File: config.mk
export PLATFORM = sky130hd
export DESIGN_NAME = pal_macrocell_bank
export DESIGN_NICKNAME = d
export VERILOG_FILES = /design/src/rtl/pal_mc_pkg.sv /design/src/rtl/pal_mc_rst_sync.sv /design/src/rtl/pal_mc_cell_reg.sv /design/src/rtl/pal_mc_cell_out.sv /design/src/rtl/pal_macrocell_bank.sv
export SDC_FILE = /design/constraint.sdc
export NUM_CORES = 1
export LEC_CHECK = 0
export BUFFER_PORTS_ARGS = -buffer_cell sky130_fd_sc_hd__buf_2
export CAP_MARGIN = 20
export CORE_MARGIN = 5
export CORE_UTILIZATION = 34
export DETAILED_ROUTE_END_ITERATION = 16
export PLACE_DENSITY = 0.8
export RECOVER_POWER = 100
export SLEW_MARGIN = 15
export SYNTH_ARGS = -nofsm -noshare
export SYNTH_HDL_FRONTEND = slang
export SYNTH_SLANG_ARGS = --single-unit
File: constraint.sdc
create_clock -name clk_i -period 0.85 [get_ports clk_i]
set_input_delay 0.0425 -clock clk_i [delete_from_list [all_inputs] [get_ports clk_i]]
set_output_delay 0.0425 -clock clk_i [all_outputs]
set_load 0.005 [all_outputs]
File: src/rtl/pal_mc_pkg.sv
package pal_mc_pkg;

  typedef enum logic [1:0] {
    LOAD_DATA    = 2'd0,
    LOAD_SET     = 2'd1,
    LOAD_PRELOAD = 2'd2
  } pal_load_e;

endpackage

File: src/rtl/pal_mc_rst_sync.sv
module pal_mc_rst_sync #(
  parameter int STAGES = 2
) (
  input  logic clk_i,
  input  logic rst_ni,
  output logic rst_sync_no
);

  logic [STAGES-1:0] stage_q;
  logic [STAGES-1:0] stage_d;

  always_comb begin
    stage_d = {stage_q[STAGES-2:0], 1'b1};
  end

  always_ff @(posedge clk_i or negedge rst_ni) begin
    if (!rst_ni) begin
      stage_q <= '0;
    end else begin
      stage_q <= stage_d;
    end
  end

  assign rst_sync_no = stage_q[STAGES-1];

endmodule

File: src/rtl/pal_mc_cell_reg.sv
module pal_mc_cell_reg
  import pal_mc_pkg::*;
(
  input  logic clk_i,
  input  logic clr_ni,
  input  logic sum_i,
  input  logic sset_i,
  input  logic preload_en_i,
  input  logic preload_val_i,
  output logic q_o
);

  pal_load_e sel;
  logic      q_d;
  logic      q_q;

  // preload beats set, set beats the array data
  always_comb begin
    if (preload_en_i) begin
      sel = LOAD_PRELOAD;
    end else if (sset_i) begin
      sel = LOAD_SET;
    end else begin
      sel = LOAD_DATA;
    end
  end

  always_comb begin
    unique case (sel)
      LOAD_PRELOAD: q_d = preload_val_i;
      LOAD_SET:     q_d = 1'b1;
      default:      q_d = sum_i;
    endcase
  end

  // clear input combines power-up clear and the shared clear term
  always_ff @(posedge clk_i or negedge clr_ni) begin
    if (!clr_ni) begin
      q_q <= 1'b0;
    end else begin
      q_q <= q_d;
    end
  end

  assign q_o = q_q;

endmodule

File: src/rtl/pal_mc_cell_out.sv
module pal_mc_cell_out (
  input  logic reg_mode_i,
  input  logic act_high_i,
  input  logic q_i,
  input  logic sum_i,
  input  logic oe_term_i,
  input  logic pin_ext_i,
  output logic pin_o,
  output logic pin_oe_o,
  output logic fb_o
);

  logic core_val;
  logic pad_val;

  always_comb begin
    core_val = reg_mode_i ? q_i : sum_i;
    pin_o    = act_high_i ? core_val : ~core_val;
    pin_oe_o = oe_term_i;
    pad_val  = oe_term_i ? pin_o : pin_ext_i;
    fb_o     = reg_mode_i ? ~q_i : pad_val;
  end

endmodule

File: src/rtl/pal_macrocell_bank.sv
module pal_macrocell_bank #(
  parameter int CELLS       = 4,
  parameter int SYNC_STAGES = 2
) (
  input  logic             clk_i,
  input  logic             rst_ni,
  input  logic [CELLS-1:0] cfg_reg_mode_i,
  input  logic [CELLS-1:0] cfg_act_high_i,
  input  logic [CELLS-1:0] sum_i,
  input  logic [CELLS-1:0] oe_term_i,
  input  logic [CELLS-1:0] pin_ext_i,
  input  logic             sset_i,
  input  logic             areset_i,
  input  logic             preload_en_i,
  input  logic [CELLS-1:0] preload_val_i,
  output logic [CELLS-1:0] pin_o,
  output logic [CELLS-1:0] pin_oe_o,
  output logic [CELLS-1:0] fb_o
);

  logic             rst_sync_n;
  logic             clr_n;
  logic [CELLS-1:0] q;

  pal_mc_rst_sync #(
    .STAGES (SYNC_STAGES)
  ) rst_sync_i (
    .clk_i       (clk_i),
    .rst_ni      (rst_ni),
    .rst_sync_no (rst_sync_n)
  );

  assign clr_n = rst_sync_n & ~areset_i;

  for (genvar c = 0; c < CELLS; c++) begin : g_cell
    pal_mc_cell_reg reg_i (
      .clk_i         (clk_i),
      .clr_ni        (clr_n),
      .sum_i         (sum_i[c]),
      .sset_i        (sset_i),
      .preload_en_i  (preload_en_i),
      .preload_val_i (preload_val_i[c]),
      .q_o           (q[c])
    );

    pal_mc_cell_out out_i (
      .reg_mode_i (cfg_reg_mode_i[c]),
      .act_high_i (cfg_act_high_i[c]),
      .q_i        (q[c]),
      .sum_i      (sum_i[c]),
      .oe_term_i  (oe_term_i[c]),
      .pin_ext_i  (pin_ext_i[c]),
      .pin_o      (pin_o[c]),
      .pin_oe_o   (pin_oe_o[c]),
      .fb_o       (fb_o[c])
    );
  end

endmodule

# Word-level counts from Yosys, hierarchy flattened

Cells that the tools add are included.

Equal/unequal tests: 2
Mux-type cells: 22
Bitwise gates (word level): 10

Operators with widths:

| operator                                                         | count |
|---|---|
| 1-bit two-way mux                                                | 17 |
| 1-bit NOT                                                        | 9 |
| 1-bit case mux with 2 select lines                               | 4 |
| 2-bit by 1-bit == test with 1-bit output (second input constant) | 1 |
| 2-bit == test (second input constant)                            | 1 |
| 2-bit two-way mux                                                | 1 |
| 1-bit AND                                                        | 1 |

Flip-flop bits (word level): 6
Input bits: 29
Logic and storage cells: 39
Output and inout bits: 12

# Longest topological paths before layout

Word-level depth: 5
Depth in mapped cells: 3

# Hierarchy

Synthesis repeated with hierarchy kept, for this count alone.

Cells, all modules: 52
Area, all modules: 457.9 um^2

By module, submodules not included:

| module             | times used | area each (um^2) | sequential area each (um^2) | cells each |
|---|---|---|---|---|
| pal_mc_cell_out    | 4          | 60.1             | 0.0                         | 8 |
| pal_mc_cell_reg    | 4          | 37.5             | 25.0                        | 4 |
| pal_mc_rst_sync    | 1          | 53.8             | 50.0                        | 3 |
| pal_macrocell_bank | 1          | 13.8             | 0.0                         | 1 |

# Worst setup path before layout

Ideal clock, no wire load.

Kind: register -> output
Start: register g_cell[1].reg_i.q_q
End: output port fb_o[1]
Required time: 0.808 ns
Buffers on the path: 1
Slack: 0.041 ns
Stages on the path, launching flop included: 4
Data arrival time: 0.767 ns
Cells stage by stage: dfrtp_1 > and2_2 > a211oi_2 > buf_4

Word-level cells in the longest chain between the ends: 5
Elaborated cells on any way between the ends: 6
Those cells by class: mux (4); bitwise (2)

Ends and longest elaborated chain:

| what                     | line                     | RTL |
|---|---|---|
| start: declaration       | pal_mc_cell_reg.sv:15    | `logic q_q;` |
| start signal: assignment | pal_mc_cell_reg.sv:41    | `q_q <= q_d;` |
| 1-bit two-way mux        | pal_mc_cell_out.sv:17    | `core_val = reg_mode_i ? q_i : sum_i;` |
| 1-bit NOT                | pal_mc_cell_out.sv:18    | `pin_o = act_high_i ? core_val : ~core_val;` |
| 1-bit two-way mux        | pal_mc_cell_out.sv:18    |  |
| 1-bit two-way mux        | pal_mc_cell_out.sv:20    | `pad_val = oe_term_i ? pin_o : pin_ext_i;` |
| 1-bit two-way mux *      | pal_mc_cell_out.sv:21    | `fb_o = reg_mode_i ? ~q_i : pad_val;` |
| end: declaration         | pal_macrocell_bank.sv:18 | `output logic [CELLS-1:0] fb_o` |

Mark *: on every way between the ends. The rest lies on a longest branch, timed or not.

# Worst setup path after layout

Start: register g_cell[3].reg_i.q_q
End: output port pin_o[3]

Word-level cells in the longest chain between the ends: 3

Ends and longest elaborated chain:

| what                     | line                     | RTL |
|---|---|---|
| start: declaration       | pal_mc_cell_reg.sv:15    |  |
| start signal: assignment | pal_mc_cell_reg.sv:41    |  |
| 1-bit two-way mux *      | pal_mc_cell_out.sv:17    |  |
| 1-bit NOT                | pal_mc_cell_out.sv:18    |  |
| 1-bit two-way mux *      | pal_mc_cell_out.sv:18    |  |
| end: declaration         | pal_macrocell_bank.sv:16 | `output logic [CELLS-1:0] pin_o,` |

Marked as above.

==> summary.txt <==
Finish
  • Fin area: 711 sq um
  • NumNets Final: 125
  • Synthesis-to-layout area growth: 33.0%
  • Post-layout util: 0.472
  • Share of layout cells above drive strength 1: 0.447
  • Ant. Diodes: 0

Routing
  • ANT nets after route: 0
  • Routed wire per std cell: 11.6 um
  • Via count: 496
  • First-pass DRT Iterations: 3
  • DRT iter0 DRCs: 1
  • Final wirelength: 1280 um
  • Drt drc: 0
  • Post-DR vias/cell: 4.51

Run
  • MaxCap Viol Count: 0

Pwr
  • Internal power: 0.624 mW
  • Clock share of power: 0.299
  • Pwr Density: 1210 mW/mm^2
  • VDD IR-drop max: 554 uV
  • Lkg Pwr: 0.356 nW
  • Power share of the combinational group: 0.335
  • Switching Fraction: 0.275
  • Register share of total power: 0.366
  • Switch Pwr: 0.237 mW

Hold path
  • Critical hold path startpoint: preload_val_i[1]
  • Hold WC Path Type: in2reg
  • Hold path cells: 3

Global route
  • Initial antenna violation count: 0
  • First-pass GRT wire length: 2090 um
  • GRT Total Usage: 0.110
  • Largest net degree at the start of global routing: 9
  • Total gr overflow: 0
  • Vias in the first global route: 504

STA
  • Number of max-slew violations in the final report: 0
  • Crit share post-route: 1.31
  • Minimum hold slack: 0.0150 ns
  • Clock period minus worst slack: 1.12 ns
  • Max Fclk: 895 MHz
  • Setup WS post-layout: -0.267 ns
  • RSZ-0062 raised after global routing: yes
  • Clock skew: 0.00233 ns
  • Final hold vios: 0
  • Final Setup Violations: 8

Floorplanning
  • # rows: 14
  • Core area: 0.00151 sq mm
  • Top-level I/O count: 41
  • Die area: 0.00246 sq mm
  • Chip height: 49.6 um
  • Initial Util: 0.355
  • DIE WIDTH: 49.6 um

Logic synthesis
  • Cell Area, Synth: 534 sq um
  • Top cells by area, synth: dfrtp_1 (28%), buf_4 (17%), xor2_1 (13%)
  • Synth Instances: 60
  • Synthesized area per cell: 8.90 sq um
  • Synth Register Bits: 6
  • Unique masters post-synth: 13
  • Sequential area share after synthesis: 0.281
  • Synth top area share: 0.281
  • Area leader, netlist: dfrtp_1
  • Syn_nets: 89
  • YS warnings: 0

Setup path
  • Crit path cell chain: mux2i_1 -> xor2_1 -> buf_2
  • Reg-to-Reg Start: rst_sync_i.stage_q[1]
  • Setup Crit Path Kind: reg2out
  • Endpoint type of the worst setup path: output pin
  • CP Launch Point: g_cell[3].reg_i.q_o
  • Crit-path slowest cell: dfrtp_1
  • CP peak stage delay: 0.37 ns
  • WP data arrival: 1.07 ns
  • Crit path max fanout: 2
  • Reg2Reg Depth: 1
  • Critical path data required time: 0.81 ns
  • Startpoint Class: register

Placed design
  • DP HPWL: 1150 um
  • Pre-CTS setup slack: -0.0206 ns
  • RD Place Congestion: 0.637
  • Placed instance area: 664 sq um
  • IO Port Bufs: 40

Clocking
  • CTS tree: done
  • Cts bufs inserted: 3
  • Bufs on Longest Clock Path: 2
  • H-tree depth: 1
  • Clock Sinks: 6
  • Clk_lat worst skew: 0.24 ns
  • Clk slew on worst S/H paths: 0.05 ns
  • Root Driver: clkbuf_4
  • Setup Fix Bufs, Post-CTS: 0

Status
  • Failing checks: setup timing
  • Status: finished with violations
## power groups by stage
stage	logic (mW)	registers, mW	clock network (mW)
after floorplan	0.199	0.316	0
after global placement	0.269	0.317	0
after detailed placement	0.282	0.319	0
after CTS	0.296	0.315	0.274
after global routing	0.321	0.318	0.294
final	0.288	0.315	0.258
## cell families after synthesis
kind of cell              count (synthesis)  share of synthesized area
and+or+nand+nor                          21                      0.206
DFF                                       6                      0.281
muxes                                     4                     0.0749
xor gates and xnor gates                  8                      0.131
AOI/OAI and AO/OA                         8                      0.131
buffers and inverters                    12                      0.169
other                                     1                    0.00702
## final timing paths
path | end | slack (ns)
min in group asynchronous | rst_sync_i.stage_q[0] | 0.14
worst min-delay path | g_cell[1].reg_i.q_o | 0.02
max in group asynchronous | g_cell[1].reg_i.q_o | 0.24
worst min register to register | g_cell[0].reg_i.q_o | 0.24
worst max-delay path | pin_o[3] | -0.27
worst max register to register | g_cell[1].reg_i.q_o | 0.34
## cell usage in the layout, fill, tap and decap left out
master and instances:
buf_2 32, nor3_1 4, nor2b_1 5, clkbuf_1 8
and2_1 1, dfrtp_1 6, conb_1 1, dlygate4sd3_1 3
xor2_1 8, mux2i_1 4, nand2_1 4, clkbuf_4 3
o21ai_0 4, a211oi_2 4, and2_4 3, nor2_1 4
## Yosys cell counts
cell type and count:
o21ai_0 4, xor2_1 8, mux2i_1 4, a211oi_2 4, conb_1 1, nor3_1 4, nor2b_1 5, nor2_1 4
buf_4 12, and2_1 1, dfrtp_1 6, and2_2 3, nand2_1 4
## layer usage
metal,track usage,up-vias,share of wire
met2,0.199,22,0.57
met1,0.105,216,0.35
met3,0.0542,0,0.084
met4,0.0393,0,0
met5,0,-,0
li1,-,258,-
## worst max-delay path, delay by kind of cell, from the launching register on
kind	cells	cell delay [ns]
multiplexers	1	0.17
XOR/XNOR	1	0.16
flip-flops	1	0.37
buffers and inverters	1	0.13
## state kept, by name (all words and copies together), names as in the netlist
register,flops
g_cell.reg_i.q_o,4
rst_sync_i.stage_q,2
## through the flow
step / instances / total power [mW] / TNS, ns
6_report: 110 / 0.861 / -1.87
4_1_cts: 110 / 0.885 / -2.05
2_1_floorplan: 60 / 0.515 / 0
3_5_place_dp: 104 / 0.601 / -0.0425
5_1_grt: 110 / 0.933 / -2.47
3_3_place_gp: 104 / 0.586 / 0
## timing repair
| item | 4_1_cts | 5_1_grt |
|---|---|---|
| endpoints found under the hold margin | 7 | 0 |
| endpoints found under the setup margin | 8 | 8 |
| gates resized for setup | 2 | 1 |
| pin swaps | 4 | 3 |
| hold buffers | 3 | 0 |
## final cells by class
type	instances	area (sq um)
fill	172	796
multi-input combinational	42	298
timing repair buffer	43	220
sequential	6	150
clock buffer	3	22.5
tap	16	20.0
Note: power is estimated with default switching activity, not from simulation.
